[src/rtl/rxd_pkg.sv]
package rxd_pkg;

    typedef enum logic [3:0] {
        S_IDLE,
        S_RD_CTL,
        S_WT_CTL,
        S_RD_SIZE,
        S_WT_SIZE,
        S_RD_ADDR,
        S_WT_ADDR,
        S_RECV,
        S_WR_DATA,
        S_WR_STAT
    } rx_state_e;

    // status word field positions (software decodes these)
    localparam int B_OWN  = 31;
    localparam int B_FS   = 30;
    localparam int B_LS   = 29;
    localparam int B_ES   = 28;
    localparam int B_LF   = 27;
    localparam int B_RE   = 26;
    localparam int B_CE   = 25;

    // register offsets
    localparam logic [1:0] RA_CTRL  = 2'd0;
    localparam logic [1:0] RA_START = 2'd1;
    localparam logic [1:0] RA_BASE  = 2'd2;

endpackage

[src/rtl/rxd_regs.sv]
module rxd_regs
    import rxd_pkg::*;
#(
    parameter int AW = 10
) (
    input  logic          clk,
    input  logic          rst_n,
    input  logic          reg_wr,
    input  logic [1:0]    reg_addr,
    input  logic [31:0]   reg_wdata,
    output logic          en_o,
    output logic          start_o,
    output logic [AW-1:0] base_o
);

    typedef struct packed {
        logic          en;
        logic          start;
        logic [AW-1:0] base;
    } regs_t;

    regs_t r_d, r_q;
    logic  unused_wdata;

    assign unused_wdata = ^reg_wdata[31:AW];

    always_comb begin
        r_d       = r_q;
        r_d.start = 1'b0;
        if (reg_wr) begin
            case (reg_addr)
                RA_CTRL:  r_d.en    = reg_wdata[0];
                RA_START: r_d.start = reg_wdata[0];
                RA_BASE:  r_d.base  = reg_wdata[AW-1:0];
                default:  ;
            endcase
        end
    end

    always_ff @(posedge clk or negedge rst_n) begin
        if (!rst_n) r_q <= '0;
        else        r_q <= r_d;
    end

    assign en_o    = r_q.en;
    assign start_o = r_q.start;
    assign base_o  = r_q.base;

endmodule

[src/rtl/rxd_packer.sv]
module rxd_packer #(
    parameter int LANES = 4
) (
    input  logic             clk,
    input  logic             rst_n,
    input  logic             clr,
    input  logic             push,
    input  logic [7:0]       din,
    output logic [8*LANES-1:0] word_o,
    output logic [$clog2(LANES)-1:0] lane_o
);

    localparam int LW = $clog2(LANES);

    typedef struct packed {
        logic [8*LANES-1:0] acc;
        logic [LW-1:0]      lane;
    } pk_t;

    pk_t p_d, p_q;

    always_comb begin
        p_d = p_q;
        if (clr) begin
            p_d = '0;
        end else if (push) begin
            p_d.acc[8*p_q.lane +: 8] = din;
            p_d.lane                 = p_q.lane + 1'b1;
        end
    end

    always_ff @(posedge clk or negedge rst_n) begin
        if (!rst_n) p_q <= '0;
        else        p_q <= p_d;
    end

    assign word_o = p_q.acc;
    assign lane_o = p_q.lane;

endmodule

[src/rtl/rxd_engine.sv]
module rxd_engine
    import rxd_pkg::*;
#(
    parameter int AW      = 10,
    parameter int RING    = 64,
    parameter int MIN_LEN = 64
) (
    input  logic          clk,
    input  logic          rst_n,
    input  logic          en_i,
    input  logic          start_i,
    input  logic [AW-1:0] base_i,
    input  logic          fin_valid,
    input  logic          fin_last,
    input  logic [1:0]    fin_err,
    output logic          fin_ready,
    output logic          pk_push,
    output logic          pk_clr,
    input  logic [31:0]   pk_word,
    input  logic [1:0]    pk_lane,
    output logic          mem_req,
    output logic          mem_we,
    output logic [AW-1:0] mem_addr,
    output logic [31:0]   mem_wdata,
    input  logic [31:0]   mem_rdata,
    output logic          irq_frame,
    output logic          irq_nobuf,
    output logic          irq_stop,
    output logic          running_o
);

    localparam int IW = (RING > 1) ? $clog2(RING) : 1;
    localparam logic [IW-1:0] LAST_IDX = IW'(RING - 1);
    localparam logic [15:0]   MIN_B    = 16'(MIN_LEN);

    typedef struct packed {
        rx_state_e     st;
        logic [IW-1:0] idx;
        logic [15:0]   bsize;
        logic [AW-1:0] baddr;
        logic [13:0]   wofs;
        logic [15:0]   nbytes;
        logic          trunc;
        logic          last;
        logic [1:0]    errs;
        logic          irq_frame;
        logic          irq_nobuf;
        logic          irq_stop;
    } eng_t;

    eng_t e_d, e_q;

    logic [AW-1:0] desc_addr;
    logic          store;
    logic          runt;
    logic [31:0]   stat_word;
    logic          unused_rd;

    assign desc_addr = base_i + AW'({e_q.idx, 2'b00});
    assign store     = e_q.nbytes < e_q.bsize;
    assign runt      = !e_q.trunc && (e_q.nbytes < MIN_B);
    assign unused_rd = ^mem_rdata[30:16];

    always_comb begin
        stat_word         = '0;
        stat_word[B_FS]   = 1'b1;
        stat_word[B_LS]   = !e_q.trunc;
        stat_word[B_LF]   = e_q.trunc | runt;
        stat_word[B_RE]   = e_q.errs[0];
        stat_word[B_CE]   = e_q.errs[1];
        stat_word[B_ES]   = e_q.trunc | runt | (|e_q.errs);
        stat_word[15:0]   = e_q.nbytes;
    end

    always_comb begin
        e_d           = e_q;
        e_d.irq_frame = 1'b0;
        e_d.irq_nobuf = 1'b0;
        e_d.irq_stop  = 1'b0;
        fin_ready     = 1'b0;
        pk_push       = 1'b0;
        pk_clr        = 1'b0;
        mem_req       = 1'b0;
        mem_we        = 1'b0;
        mem_addr      = desc_addr;
        mem_wdata     = '0;
        case (e_q.st)
            S_IDLE: begin
                if (start_i && en_i) e_d.st = S_RD_CTL;
            end
            S_RD_CTL: begin
                mem_req    = 1'b1;
                e_d.nbytes = '0;
                e_d.wofs   = '0;
                e_d.trunc  = 1'b0;
                e_d.last   = 1'b0;
                e_d.errs   = '0;
                pk_clr     = 1'b1;
                e_d.st     = S_WT_CTL;
            end
            S_WT_CTL: begin
                if (mem_rdata[B_OWN]) begin
                    e_d.st = S_RD_SIZE;
                end else begin
                    e_d.irq_nobuf = 1'b1;
                    e_d.irq_stop  = 1'b1;
                    e_d.st        = S_IDLE;
                end
            end
            S_RD_SIZE: begin
                mem_req  = 1'b1;
                mem_addr = desc_addr + AW'(1);
                e_d.st   = S_WT_SIZE;
            end
            S_WT_SIZE: begin
                e_d.bsize = mem_rdata[15:0];
                e_d.st    = S_RD_ADDR;
            end
            S_RD_ADDR: begin
                mem_req  = 1'b1;
                mem_addr = desc_addr + AW'(2);
                e_d.st   = S_WT_ADDR;
            end
            S_WT_ADDR: begin
                e_d.baddr = mem_rdata[AW-1:0];
                e_d.st    = S_RECV;
            end
            S_RECV: begin
                fin_ready = 1'b1;
                if (fin_valid) begin
                    pk_push = store;
                    if (store) e_d.nbytes = e_q.nbytes + 16'd1;
                    else       e_d.trunc  = 1'b1;
                    if (fin_last) begin
                        e_d.last = 1'b1;
                        e_d.errs = fin_err;
                        e_d.st   = (store || pk_lane != 2'd0) ? S_WR_DATA : S_WR_STAT;
                    end else if (store && pk_lane == 2'd3) begin
                        e_d.st = S_WR_DATA;
                    end
                end
            end
            S_WR_DATA: begin
                mem_req   = 1'b1;
                mem_we    = 1'b1;
                mem_addr  = e_q.baddr + AW'(e_q.wofs);
                mem_wdata = pk_word;
                pk_clr    = 1'b1;
                e_d.wofs  = e_q.wofs + 14'd1;
                e_d.st    = e_q.last ? S_WR_STAT : S_RECV;
            end
            S_WR_STAT: begin
                mem_req       = 1'b1;
                mem_we        = 1'b1;
                mem_wdata     = stat_word;
                e_d.irq_frame = 1'b1;
                e_d.idx       = (e_q.idx == LAST_IDX) ? '0 : e_q.idx + 1'b1;
                if (en_i) begin
                    e_d.st = S_RD_CTL;
                end else begin
                    e_d.st       = S_IDLE;
                    e_d.irq_stop = 1'b1;
                end
            end
            default: e_d.st = S_IDLE;
        endcase
    end

    always_ff @(posedge clk or negedge rst_n) begin
        if (!rst_n) e_q <= '{st: S_IDLE, default: '0};
        else        e_q <= e_d;
    end

    assign irq_frame = e_q.irq_frame;
    assign irq_nobuf = e_q.irq_nobuf;
    assign irq_stop  = e_q.irq_stop;
    assign running_o = e_q.st != S_IDLE;

    AST_FRAME_AFTER_STAT: assert property (@(posedge clk) disable iff (!rst_n)
        irq_frame |-> $past(e_q.st == S_WR_STAT && mem_we));
    AST_WRITE_IN_BUF: assert property (@(posedge clk) disable iff (!rst_n)
        (e_q.st == S_WR_DATA) |-> ({e_q.wofs, 2'b00} < e_q.bsize));
    AST_NOBUF_STOP: assert property (@(posedge clk) disable iff (!rst_n)
        irq_nobuf |-> (irq_stop && !running_o));
    AST_STOP_IDLE: assert property (@(posedge clk) disable iff (!rst_n)
        irq_stop |-> (!running_o && !fin_ready));
    AST_IDX_HOLD: assert property (@(posedge clk) disable iff (!rst_n)
        (e_q.st != S_WR_STAT) |=> $stable(e_q.idx));

endmodule

[src/rtl/rxring_dma.sv]
module rxring_dma #(
    parameter int AW      = 10,
    parameter int RING    = 64,
    parameter int MIN_LEN = 64
) (
    input  logic          clk,
    input  logic          rst_n,
    input  logic          reg_wr,
    input  logic [1:0]    reg_addr,
    input  logic [31:0]   reg_wdata,
    input  logic          fin_valid,
    input  logic [7:0]    fin_data,
    input  logic          fin_last,
    input  logic [1:0]    fin_err,
    output logic          fin_ready,
    output logic          mem_req,
    output logic          mem_we,
    output logic [AW-1:0] mem_addr,
    output logic [31:0]   mem_wdata,
    input  logic [31:0]   mem_rdata,
    output logic          irq_frame,
    output logic          irq_nobuf,
    output logic          irq_stop,
    output logic          rx_running
);

    logic          en;
    logic          start;
    logic [AW-1:0] base;
    logic          pk_push;
    logic          pk_clr;
    logic [31:0]   pk_word;
    logic [1:0]    pk_lane;

    rxd_regs #(.AW(AW)) u_regs (
        .clk       (clk),
        .rst_n     (rst_n),
        .reg_wr    (reg_wr),
        .reg_addr  (reg_addr),
        .reg_wdata (reg_wdata),
        .en_o      (en),
        .start_o   (start),
        .base_o    (base)
    );

    rxd_packer #(.LANES(4)) u_pack (
        .clk    (clk),
        .rst_n  (rst_n),
        .clr    (pk_clr),
        .push   (pk_push),
        .din    (fin_data),
        .word_o (pk_word),
        .lane_o (pk_lane)
    );

    rxd_engine #(.AW(AW), .RING(RING), .MIN_LEN(MIN_LEN)) u_eng (
        .clk       (clk),
        .rst_n     (rst_n),
        .en_i      (en),
        .start_i   (start),
        .base_i    (base),
        .fin_valid (fin_valid),
        .fin_last  (fin_last),
        .fin_err   (fin_err),
        .fin_ready (fin_ready),
        .pk_push   (pk_push),
        .pk_clr    (pk_clr),
        .pk_word   (pk_word),
        .pk_lane   (pk_lane),
        .mem_req   (mem_req),
        .mem_we    (mem_we),
        .mem_addr  (mem_addr),
        .mem_wdata (mem_wdata),
        .mem_rdata (mem_rdata),
        .irq_frame (irq_frame),
        .irq_nobuf (irq_nobuf),
        .irq_stop  (irq_stop),
        .running_o (rx_running)
    );

endmodule

[config.mk]
export PLATFORM = sky130hd
export DESIGN_NAME = rxring_dma
export DESIGN_NICKNAME = d
export VERILOG_FILES = /design/src/rtl/rxd_pkg.sv /design/src/rtl/rxd_regs.sv /design/src/rtl/rxd_packer.sv /design/src/rtl/rxd_engine.sv /design/src/rtl/rxring_dma.sv
export SDC_FILE = /design/constraint.sdc
export NUM_CORES = 1
export LEC_CHECK = 0
export ABC_AREA = 1
export BUFFER_PORTS_ARGS = -buffer_cell sky130_fd_sc_hd__buf_2
export CORE_AREA = 4 4 125 127
export CTS_CLUSTER_DIAMETER = 80
export DETAILED_ROUTE_END_ITERATION = 7
export DIE_AREA = 0 0 129 131
export PLACE_DENSITY = 0.88
export SLEW_MARGIN = 20
export SYNTH_ARGS = -nofsm -noshare
export SYNTH_HDL_FRONTEND = slang
export SYNTH_SLANG_ARGS = --single-unit
export TNS_END_PERCENT = 50
[constraint.sdc]
create_clock -name clk -period 2.3 [get_ports clk]
set_input_delay 0.115 -clock clk [delete_from_list [all_inputs] [get_ports clk]]
set_output_delay 0.115 -clock clk [all_outputs]
set_load 0.01 [all_outputs]
; ---- Word-level counts from Yosys, hierarchy flattened
; Cells that the tools add are included.
[totals]
in_bits = 81
regBits = 119
output_inout_bits = 49
elab_cells = 108
[classes]
order_cmp = 2
addsub = 9
shift = 2
n_bitwise = 2
reduce_logical = 22
n_mux = 35
eq_ne = 19
[op_table]
columns = cell, n
row1 = 34-bit two-way mux, 2
row2 = 32-bit case mux with 2 select lines, 1
row3 = 20-bit case mux with 2 select lines, 1
row4 = 4-bit case mux with 10 select lines, 1
row5 = 5-bit negator with 34-bit output, 1
row6 = 8-bit by 34-bit variable shift with 32-bit output (first input constant), 1
row7 = 8-bit by 34-bit variable part select with 32-bit output, 1
row8 = 32-bit bitwise mux, 1
row9 = 10-bit case mux with 3 select lines, 1
row10 = 14-bit case mux with 2 select lines, 1
row11 = 20-bit two-way mux, 1
row12 = 4-bit two-way mux, 5
row13 = 16-bit by 1-bit adder with 16-bit output (second input constant), 1
row14 = 4-bit by 3-bit equality test with 1-bit output (second input constant), 4
row15 = 16-bit less-than comparator, 1
row16 = 16-bit by 7-bit less-than comparator with 1-bit output (second input constant), 1
row17 = 16-bit two-way mux, 1
row18 = 14-bit by 1-bit adder with 14-bit output (second input constant), 1
row19 = 1-bit two-way mux, 13
row20 = 3-bit AND reduction, 4
row21 = 11-bit two-way mux, 1
row22 = 10-bit by 1-bit adder with 10-bit output (second input constant), 1
row23 = 10-bit adder, 1
row24 = 10-bit by 2-bit adder with 10-bit output (second input constant), 1
row25 = 28 further kinds, 44

; ---- Depth between registers and ports, before layout
; Gate-level depths: netlist of run 1.
[depth]
ltp_word = 6
mapped_depth = 15
ltp_nobuf = 15

; ---- By module
; Synthesis of run 1 repeated with hierarchy kept, for this count alone.
[hier_totals]
cells_unflattened = 1016
area_unflattened_um2 = 7458.4
[by_module_without_submodules]
columns = module, n_inst, seq_area_each_um2, area_each_um2, cells_per_inst
row1 = rxd_engine, 1, 1726.7, 5296.3, 761
row2 = rxd_packer, 1, 850.8, 1652.8, 201
row3 = rxd_regs, 1, 300.3, 509.2, 54

; ---- Least setup slack after synthesis of run 1
; No wires, ideal clock.
[synth_timing]
path_kind = reg2out
from = register u_eng.e_q[63] (netlist bit)
to = output port mem_addr[9]
slack_ns = 0.086
n_path_buf = 0
arrival_time_ns = 2.099
path_stages_with_launch = 15
t_required_ns = 2.185
cell_sequence = dfrtp_1 ha_1 inv_1 fa_1 inv_1 nand2_1 nor2_1 inv_1 nor2_1 nand3_1 nor2_1 nand2_1 nand2_1 nand3_1 nand4_1
[synth_via]
elab_chain_len = 3
word_cells_on_any_way = 4
cone_classes = 3 x add/sub / 1 x mux
[synth_rtl]
columns = item, line_no
row1 = from (decl), rxd_engine.sv:51  ; eng_t e_d, e_q;
row2 = from (signal assigned), rxd_engine.sv:170  ; if (!rst_n) e_q <= '{st: S_IDLE, default: '0};
row3 = from (signal assigned), rxd_engine.sv:171  ; else e_q <= e_d;
row4 = 10-bit by 8-bit adder with 10-bit output *, rxd_engine.sv:59  ; assign desc_addr = base_i + AW'({e_q.idx, 2'b00});
row5 = 10-bit by 2-bit adder with 10-bit output or 10-bit by 1-bit adder with 10-bit output (tied branches), "rxd_engine.sv:121, rxd_engine.sv:112"
row6 = 10-bit case mux with 3 select lines *, rxd_engine.sv:87  ; case (e_q.st)
row7 = to (decl), rxring_dma.sv:18  ; output logic [AW-1:0] mem_addr,
; Every way passes the cells marked *; elsewhere a longest branch is shown, timed or not.

; ---- Worst setup path after layout of run 1
[layout_timing]
from = register u_regs.r_q (netlist bit u_regs.base_o[2])
to = output port mem_addr[7]
[layout_via]
elab_chain_len = 3
word_cells_on_any_way = 4
cone_classes = 3 x add/sub / 1 x mux
[layout_rtl]
columns = item, line_no
row1 = from (decl), rxd_regs.sv:22  ; regs_t r_d, r_q;
row2 = from (signal assigned), rxd_regs.sv:42  ; else r_q <= r_d;
row3 = 10-bit by 8-bit adder with 10-bit output *, rxd_engine.sv:59
row4 = 10-bit by 2-bit adder with 10-bit output or 10-bit by 1-bit adder with 10-bit output (tied branches), "rxd_engine.sv:121, rxd_engine.sv:112"
row5 = 10-bit case mux with 3 select lines *, rxd_engine.sv:87
; Marks and branches as above.

==> reports/metrics.yaml, run 1 <==
grt_max_degree: 45
yosysWarningCount: 0
synthFlopType: "dfrtp_1"
area_growth_pct: 28.71
portBuffers: 92
slew_headroom_pct: 55.94
path_max_fanout: 3
ff2ff_path_depth: 11
cts_sinks: 115
powerDensity_nw_per_um2: 1019
cp.arrival_ps: 2730
wire_per_inst_um: 18.33
final.min_clock_period_ps: 2846
design_area_um2: 9519
cp-end-kind: "output pin"
crit_family: "adder cells"
cts_buffers: 17
avgSynthCellArea_um2: 7.287
synth_seq_area_share_pct: 38.91
critPathLaunch: "u_regs.base_o[2]"
critPathMaxStageDelay_ps: 450
chipWidth_um: 129
ios: 130
clkSlewWorstSetupHoldPaths_ps: 60
drv_cap: 0
final_max_slew_viol_count: 0
num_rows: 44
synth_edf_count: 0
required_ps: 2180
fin_ws_ps: -545.6
reg2reg_to: "u_pack.word_o[16]"
postPlaceCellArea_um2: 8212
antenna_found_initial: 1
drt_iter0_drc: 1205
start_kind: "flop"
coreArea_um2: 14420
rsz0062_at_grt: "true"
path_cells: "ha_2 -> inv_2 -> fa_2 -> inv_2 -> nand2_2 -> nor2_4 -> inv_2 -> nor2_4 -> nand3_4 -> a21oi_2 -> o21ai_1 -> nand2_1 -> inv_1 -> nand3_2 -> buf_6"
grt_pass1_wl_mm: 36.76
grt_use_total_pct: 27.34
crit_buf_inv: 5
final_core_util_pct: 66.00
drcViolationCount: 61
vias: 8263
final-hold-violation-count: 0
n_antenna_cell: 0
fmax_mhz: 351.4
grt_pass1_vias: 7806
finalSetupViolCount: 9
viasPerCell: 6.027
crit_type: "reg2out"
firstDrtPassIters: 8
violations: "DRC, setup timing"
htreeDepth: 4
gr-total-overflow: 0
fin_crit_sh_pct: 123.7
insertion_delay_ps: 430
die_height_um: 131
nNetsFinal: 1297
postRouteAntennaNets: 0
skew_ps: 7.463
drive_above_1_share_pct: 22.49
path_depth: 15
reg2reg_from: "u_eng.e_q[12]"
routed_wirelength_mm: 25.13
syn_area_um2: 7396
peakVddDrop_mv: 0.4799
cpMaxStageDelayCell: "fa_2"
async_flop_share_pct: 100.0
synth.ff_latch_count: 115
start_util_pct: 51.28
finalSetupTns_ps: -3447
tightest_slew_ps: 659.0
hold_path_class: "in2reg"
cts_tree: "yes"
cts_buffer_depth: 2
holdWs_ps: 6.408
outcome: "complete, but fails checks"
crit_top_cell: "inv_2"
finalWeightedCongestion: 0.9433
synth_cell_types: 45
clockRootBuffer: "clkbuf_16"
cp-endpoint: "mem_addr[7]"
reg2reg_setup_slack_ps: 110
syn-num-nets: 1138
synth_cells: 1015
p_leak_nw: 4.788
dp_hpwl_mm: 14.53
dieArea_um2: 16900
-- cells in the final DEF, fill, tap and decap left out, types with 5 or more instances in the layout --
master and instances:
nand2_1 227, nand3_1 97, ha_1 34, nor2_4 12, inv_1 127, mux2_2 6, clkbuf_16 17, o21ai_0 71
nor3_1 17, buf_2 90, dlygate4sd3_1 27, xor2_1 15, nand2_2 16, nor2_1 90, nand3_2 6, clkinvlp_4 5
nor2_2 8, inv_2 14, a21oi_1 32, a31oi_1 5, nand4_1 23, o21ai_1 13, buf_4 44, dfrtp_1 113
-- worst min-delay path by stage --
stage / start / endpoint / slack (ps) / cells after the start
6_report: mem_rdata[3] / u_eng.e_q[40] / 6 / 3
5_1_grt: fin_data[7] / u_pack.word_o[23] / 20 / 3
4_1_cts: mem_rdata[5] / u_eng.e_q[52] / 0.002 / 3
3_5_place_dp: rst_n / u_eng.irq_stop / 150 / 1
3_3_place_gp: rst_n / u_eng.irq_stop / 150 / 1
2_1_floorplan: rst_n / u_eng.e_q[10] / -180 / 0
-- stage by stage --
step	total power, mW	std cells	setup slack, ps
4_1_cts	9.022	1360	-350.4
3_3_place_gp	5.960	1294	32.50
6_report	9.697	1371	-545.6
5_1_grt	10.22	1371	-757.1
3_5_place_dp	6.123	1294	-58.43
2_1_floorplan	5.070	1015	85.81
-- Yosys cell counts, types with 2 or more instances --
library cell | n | area (um2)
o2111ai_1 | 3 | 26.28
nor2_1 | 101 | 379.1
nor2_2 | 3 | 18.77
nand4_1 | 23 | 143.9
o21ai_1 | 5 | 25.02
a21oi_1 | 35 | 175.2
clkbuf_1 | 14 | 52.55
nor4_1 | 3 | 18.77
buf_4 | 4 | 30.03
or2_2 | 4 | 25.02
a31oi_1 | 5 | 31.28
inv_1 | 135 | 506.7
nand2_1 | 242 | 908.4
buf_1 | 5 | 18.77
mux2_2 | 6 | 67.56
a211oi_1 | 2 | 15.01
inv_4 | 2 | 12.51
o22ai_1 | 4 | 25.02
nand3_1 | 106 | 530.5
nand2_2 | 3 | 18.77
xor2_1 | 15 | 131.4
nor2_4 | 6 | 67.56
ha_1 | 40 | 500.5
buf_2 | 3 | 15.01
nor3_1 | 17 | 85.08
nand3b_1 | 2 | 15.01
o21bai_1 | 3 | 22.52
o21ai_0 | 82 | 410.4
inv_2 | 7 | 26.28
fa_1 | 2 | 40.04
o211ai_1 | 2 | 15.01
dfrtp_1 | 115 | 2878
a22oi_1 | 4 | 30.03
-- power by group --
group	switching, mW	internal (mW)
Sequential	0.342	2.45
Combinational	2.72	1.50
Clock	0.986	1.70
-- per-layer routing --
layer	GRT usage (%)	up-vias	part of all wire, %
li1	-	3638	-
met5	0	-	0.052
met2	46.65	617	47
met3	6.016	229	10
met1	31.32	3777	35
met4	16.92	2	7.9
-- final cells by class --
cell class	instances	area (um2)
Multi-Input combinational cell	729	4125
Timing Repair Buffer	167	1140
Tap cell	184	230.2
Clock buffer	19	432.9
Clock inverter	13	160.2
Inverter	144	550.5
Fill cell	1018	4905
Sequential cell	115	2880
-- worst min-delay path, stage by stage --
cell and delay [ps]:
buf_2 90, inv_1 80, o21ai_0 90
-- sequential cells by signal, summed over array words and instances, names as in the netlist --
register         count
u_regs.en_o          1
u_pack.lane_o        2
u_eng.e_q           66
u_regs.base_o       10
u_eng.irq_frame      1
u_eng.irq_stop       1
u_pack.word_o       32
u_regs.start_o       1
u_eng.irq_nobuf      1
-- cell families after synthesis --
kind of cell | Yosys count | synth area share (%)
and+or+nand+nor | 515 | 30.77
adders and majority gates | 42 | 7.308
AOI/OAI and AO/OA | 150 | 11.10
muxes | 6 | 0.9135
DFF | 115 | 38.91
xor gates and xnor gates | 16 | 1.895
buffers and inverters | 171 | 9.102
-- repair_timing --
action                                  4_1_cts  5_1_grt
hold buffers                                 27        0
buffers inserted                              7       14
pin swaps                                    17       23
hold endpoints to repair                     68        0
endpoints found under the setup margin       11       57
gates resized for setup                      37       58
Note: power is estimated with default switching activity, not from simulation.
==> inputs of run 2 (changes only) <==
--- a/config.mk
+++ b/config.mk
@@ -7,11 +7,12 @@
 export LEC_CHECK = 0
 export ABC_AREA = 1
 export BUFFER_PORTS_ARGS = -buffer_cell sky130_fd_sc_hd__buf_2
-export CORE_AREA = 4 4 125 127
+export CORE_AREA = 4 4 117 119
 export CTS_CLUSTER_DIAMETER = 80
 export DETAILED_ROUTE_END_ITERATION = 7
-export DIE_AREA = 0 0 129 131
-export PLACE_DENSITY = 0.88
+export DIE_AREA = 0 0 121 123
+export PLACE_DENSITY = 0.94
+export SKIP_LAST_GASP = 1
 export SLEW_MARGIN = 20
 export SYNTH_ARGS = -nofsm -noshare
 export SYNTH_HDL_FRONTEND = slang
==> constraint.sdc (replaced) <==
create_clock -name clk -period 3.3 [get_ports clk]
set_input_delay 0.165 -clock clk [delete_from_list [all_inputs] [get_ports clk]]
set_output_delay 0.165 -clock clk [all_outputs]
set_load 0.01 [all_outputs]
==> run 2 against run 1 <==
Net effect: critical path depth unchanged; combinational power down 45%; setup slack better by 720 ps; hold slack better by 3.4 ps; non-clock buffer count down 58; sequential cell count unchanged; largest power group unchanged; register-to-register slack better by 680 ps; the run now ends clean; sequential power down 30%; global-route usage up 2.4 points; via count down 8.2%; total power down 34%.
==> reports/metrics.yaml, run 2 (synthesis results as in run 1) <==
cts_buffers: 17  # unchanged
dieArea_um2: 14880  # -12%
grt_pass1_vias: 7442  # -4.7%
num_rows: 41  # -6.8%
fmax_mhz: 319.6
nNetsFinal: 1239  # -4.5%
multi_input_comb_area_um2: 3847  # -6.7%
tightest_slew_ps: 966.6  # +307.6 ps
clockRootBuffer: "clkbuf_16"
grt_max_degree: 61  # +36%
cpMaxStageDelayCell: "fa_1"
viasPerCell: 5.831  # -3.3%
ios: 130  # unchanged
cts_sinks: 115  # unchanged
grt_use_total_pct: 29.69  # +2.4 points
cts_buffer_depth: 2  # unchanged
drv_cap: 0  # unchanged
slew_headroom_pct: 35.41  # -21 points
clkSlewWorstSetupHoldPaths_ps: 60  # about the same
insertion_delay_ps: 430  # about the same
fillers: 867  # -15%
path_max_fanout: 4  # +1
outcome: "finished, final reports clean"
rsz0062_at_grt: "false"
drt_iter0_drc: 977  # -19%
drive_above_1_share_pct: 14.35  # -8.1 points
crit_top_cell: "nand2_1"
wire_per_inst_um: 16.59  # -9.5%
antenna_found_initial: 1  # unchanged
final_core_util_pct: 70.09  # +4.1 points
hold_path_class: "in2reg"
routed_wirelength_mm: 21.58  # -14%
area_growth_pct: 19.12
layout.area.seq_um2: 2878  # about the same
required_ps: 3130  # +950 ps
reg2reg_from: "u_eng.e_q[22]"
final_common_cell: "nand2_1"
htreeDepth: 4  # unchanged
grt_pass1_wl_mm: 35.00  # -4.8%
crit_type: "reg2out"
cts_post_setup_buffers_inserted: 0  # -7
fin_crit_sh_pct: 94.82
chipWidth_um: 121  # -6.2%
finalSetupTns_ps: 0  # +3447 ps
finalWeightedCongestion: 0.8813  # -6.6%
start_kind: "flop"
ff2ff_path_depth: 9  # -2
critPathMaxStageDelay_ps: 470  # +20 ps
dp_hpwl_mm: 14.01  # -3.6%
die_height_um: 123  # -6.1%
cp.arrival_ps: 2960  # +230 ps
hold_depth: 2  # -1
cp-end-kind: "output pin"
postRouteAntennaNets: 0  # unchanged
firstDrtPassIters: 5  # -3
finalSetupViolCount: 0  # -9
hp-start: "reg_wdata[2]"
p_leak_nw: 4.546  # -5.0%
mostFrequentLayoutCells: "242 x nand2_1, 134 x inv_1, 115 x dfrtp_1, 106 x nand3_1, 100 x nor2_1"
reg2reg_setup_slack_ps: 790  # +680 ps
final-hold-violation-count: 0  # unchanged
final.min_clock_period_ps: 3129
layoutNonFillerInstCount: 1301  # -5.1%
coreArea_um2: 12570  # -13%
largest-register: "u_eng.e_q"
path_cells: "ha_1 -> inv_1 -> fa_1 -> inv_2 -> nand2_1 -> nor2_2 -> inv_1 -> nor2_1 -> nand3_1 -> nor2_1 -> nand2_1 -> nand2_1 -> nand3_1 -> nand4_1 -> buf_2"
dpl.cell_count: 1255  # -3.0%
gr-total-overflow: 0  # unchanged
drcViolationCount: 0  # -100%
portBuffers: 92  # unchanged
powerDensity_nw_per_um2: 730.6  # -28%
largest_reg_flops: 66  # unchanged
skew_ps: 9.297  # +1.834 ps
reg2reg_to: "u_pack.word_o[30]"
start_util_pct: 58.85  # +7.6 points
n_antenna_cell: 0  # unchanged
hold_end: "u_regs.base_o[2]"
vias: 7586  # -8.2%
final_max_slew_viol_count: 0  # unchanged
peakVddDrop_mv: 0.3844  # -20%
cts_tree: "yes"
-- run 2: cell count changes in the layout (fill, tap and decap cells not counted), sizes merged --
cell,previous run,this run
dlygate4sd3,27,14
inv,145,144
buf,140,95
clkinv,4,2
clkinvlp,5,1
bufinv,3,6
clkbuf,19,23
-- run 2: timing repair --
item / in CTS / in global routing
resized for setup: 0 / 2
hold buffers: 14 / 0
hold endpoints to repair: 72 / 0
endpoints found under the setup margin: 0 / 2
-- run 2: worst max path at each step --
stage / to / depth (start not counted) / start
after floorplan: mem_addr[9] / 14 / u_eng.e_q[63]
after global placement: mem_addr[9] / 15 / u_eng.e_q[63]
after detailed placement: mem_addr[9] / 15 / u_eng.e_q[63]
after CTS: mem_addr[9] / 15 / u_eng.e_q[63]
after global routing: mem_addr[7] / 15 / u_eng.e_q[63]
final: mem_addr[9] / 15 / u_eng.e_q[63]
-- run 2: layout make-up --
class,instances,share of cell area [%]
multi-input cells,729,43.67
clock buffers,23,5.539
well taps,172,2.443
repair buffers,109,7.243
clock inverters,9,2.244
flip-flops and latches,115,32.67
inverters,144,6.192
-- run 2: worst max-delay path: cells and delay by family, from the launching register on --
kind	cells	cell delay [ps]
DFF	1	420
adders and majority gates	2	710
and+or+nand+nor	9	980
buffers and inverters	4	410
-- run 2: through the flow --
stage	cell area [um2]	hold slack [ps]	total power, mW	worst slack (ps)
floorplan	7396	-130.6	3.533	1036
global placement	7981	282.4	4.008	794.0
detailed placement	7981	287.5	4.131	703.9
CTS	8807	0.4232	6.358	156.1
global route	8810	1.430	6.800	7.507
finish	8810	9.808	6.436	170.9
-- run 2: routing by layer --
layer  share of wire, %  vias to the layer above  GRT usage [%]
met5              0.056                        -              0
met4                4.4                        2          15.72
met3                8.3                      102          6.267
met2                 48                      457          50.47
met1                 39                     3500          35.58
li1                   -                     3525              -
-- run 2: power breakdown --
| group | total (mW) | internal, mW | switching, mW |
|---|---|---|---|
| logic | 2.33 | 0.724 | 1.61 |
| clock network | 2.15 | 1.49 | 0.662 |
| registers | 1.95 | 1.71 | 0.240 |
| total | 6.44 | 3.93 | 2.51 |
==> inputs of run 3 (changes only) <==
--- a/config.mk
+++ b/config.mk
@@ -11,6 +11,7 @@
 export CTS_CLUSTER_DIAMETER = 80
 export DETAILED_ROUTE_END_ITERATION = 7
 export DIE_AREA = 0 0 121 123
+export MAX_ROUTING_LAYER = met4
 export PLACE_DENSITY = 0.94
 export SKIP_LAST_GASP = 1
 export SLEW_MARGIN = 20
==> run 3 against run 2 <==
Net effect: final area rose by 0.14%; utilization is 0.10 points higher; largest cell class unchanged; first-iteration DRC count up 10%; clock power about the same; final cell count increased by 0.15%.
==> reports/metrics.yaml, run 3 (synthesis results as in run 1) <==
num_rows: 41  # unchanged
skew_ps: 9.279  # -0.01849 ps
cts_buffer_depth: 2  # unchanged
fin_crit_sh_pct: 95.56  # +0.74 points
path_cells: "ha_1 -> inv_1 -> fa_1 -> inv_2 -> nand2_1 -> nor2_2 -> inv_1 -> nor2_1 -> nand3_1 -> nor2_1 -> nand2_1 -> nand2_1 -> nand3_1 -> nand4_1 -> buf_2"
grt_max_degree: 61  # unchanged
layoutNonFillerInstCount: 1303  # +0.15%
fmax_mhz: 317.1  # -0.77%
power_mw: 6.461  # +0.38%
cts_post_setup_buffers_inserted: 0  # unchanged
path_max_fanout: 4  # unchanged
gr-total-overflow: 0  # unchanged
dp_hpwl_mm: 14.01  # unchanged
mostFrequentLayoutCells: "242 x nand2_1, 134 x inv_1, 115 x dfrtp_1, 106 x nand3_1, 100 x nor2_1"
grt_pass1_vias: 7438  # -0.054%
area_growth_pct: 19.29
grt_pass1_wl_mm: 34.98  # about the same
switching_share_pct: 39.15  # +0.20 points
hold_path_class: "in2reg"
slew_headroom_pct: 36.21  # +0.80 points
wire_per_inst_um: 16.76  # +1.0%
cp-end-kind: "output pin"
firstDrtPassIters: 6  # +1
cts_buffers: 17  # unchanged
drt_iter0_drc: 1079  # +10%
postRouteAntennaNets: 0  # unchanged
final_common_cell: "nand2_1"
holdWs_ps: 8.618  # -1.190 ps
clkPwrFrac_pct: 33.4  # about the same
switchingPower_mw: 2.530  # +0.89%
routed_wirelength_mm: 21.84  # +1.2%
final-hold-violation-count: 0  # unchanged
dpl.cell_count: 1255  # unchanged
cp.arrival_ps: 2990  # +30 ps
antenna_found_initial: 1  # unchanged
largest_reg_flops: 66  # unchanged
finalSetupTns_ps: 0  # unchanged
p_int_mw: 3.931  # about the same
clockRootBuffer: "clkbuf_16"
pwr-share-seq_pct: 30.3  # about the same
finalSetupViolCount: 0  # unchanged
drive_above_1_share_pct: 14.34  # about the same
htreeDepth: 4  # unchanged
powerDensity_nw_per_um2: 732.4  # +0.24%
p_comb_share_pct: 36.4  # +0.2 points
portBuffers: 92  # unchanged
nNetsFinal: 1240  # +0.081%
viasPerCell: 5.933  # +1.8%
ios: 130  # unchanged
crit_type: "reg2out"
peakVddDrop_mv: 0.3839  # -0.14%
chipWidth_um: 121  # unchanged
finalWeightedCongestion: 0.8959  # +1.7%
final.min_clock_period_ps: 3153  # +24.33 ps
coreArea_um2: 12570  # unchanged
dieArea_um2: 14880  # unchanged
cts_tree: "yes"
grt_use_total_pct: 30.56  # +0.87 points
crit_top_cell: "nand2_1"
p_leak_nw: 4.550  # about the same
final_max_slew_viol_count: 0  # unchanged
required_ps: 3130  # about the same
largest-register: "u_eng.e_q"
clkSlewWorstSetupHoldPaths_ps: 60  # about the same
cpMaxStageDelayCell: "fa_1"
drv_cap: 0  # unchanged
tightest_slew_ps: 954.6  # -11.95 ps
insertion_delay_ps: 430  # about the same
critPathMaxStageDelay_ps: 510  # +40 ps
outcome: "finished, final reports clean"
fillers: 860  # -0.81%
die_height_um: 123  # unchanged
drcViolationCount: 0  # unchanged
start_kind: "flop"
design_area_um2: 8822  # +0.14%
start_util_pct: 58.85  # unchanged
vias: 7731  # +1.9%
postPlaceCellArea_um2: 7981  # unchanged
cts_sinks: 115  # unchanged
## run 3: final cells by class
| class | count | area, um2 | area share (%) |
|---|---|---|---|
| tap | 172 | 215.2 | 2.439 |
| timing repair buffer | 110 | 648.1 | 7.346 |
| multi-input combinational | 729 | 3847 | 43.61 |
| sequential | 115 | 2878 | 32.62 |
| antenna | 1 | 2.502 | 0.02836 |
| clock buffer | 23 | 488.0 | 5.531 |
| clock inverter | 9 | 197.7 | 2.241 |
| inverter | 144 | 545.5 | 6.184 |
## run 3: power by group through the flow
stage               clock network (mW)  logic [mW]  registers (mW)
floorplan                            0        1.66            1.88
global placement                     0        2.08            1.93
detailed placement                   0        2.19            1.95
CTS                               2.16        2.27            1.94
global route                      2.23        2.62            1.98
finish                            2.16        2.35            1.96
## run 3: worst max-delay path, delay by kind of cell (launching register included)
kind	cells	cell delay, ps
and+or+nand+nor	9	990
adders and majority gates	2	740
buffers and inverters	4	410
DFF	1	410
## run 3: through the flow
step	setup WS, ps	utilization (%)
2_1_floorplan	1036	-
3_3_place_gp	794.0	63.50
3_5_place_dp	703.9	63.50
4_1_cts	156.1	70.07
5_1_grt	-0.1030	70.19
6_report	146.6	70.19
## run 3: final timing paths
kind | endpoint | start | cells past startpoint | slack, ps
setup / recovery | mem_addr[9] | u_eng.e_q[63] | 15 | 150
hold / removal | u_eng.e_q[4] | fin_err[1] | 3 | 9
setup reg to reg | u_pack.word_o[30] | u_eng.e_q[22] | 9 | 800
hold reg to reg | u_pack.word_o[1] | u_pack.word_o[1] | 2 | 480
max in group asynchronous | u_eng.e_q[43] | rst_n | 3 | 2150
min in group asynchronous | u_regs.start_o | rst_n | 2 | 380
## run 3: timing repair
action                     CTS  global route
resized for setup            0             2
hold buffers                14             1
hold endpoints to repair    72             1
setup endpoints to repair    0             2
## run 3: per-layer routing
layer	part of all wire (%)	up-vias	GRT usage (%)
met5	0	-	-
met4	4.4	0	15.37
met3	8.9	104	6.359
met2	48	510	50.71
met1	38	3592	35.46
li1	-	3525	-
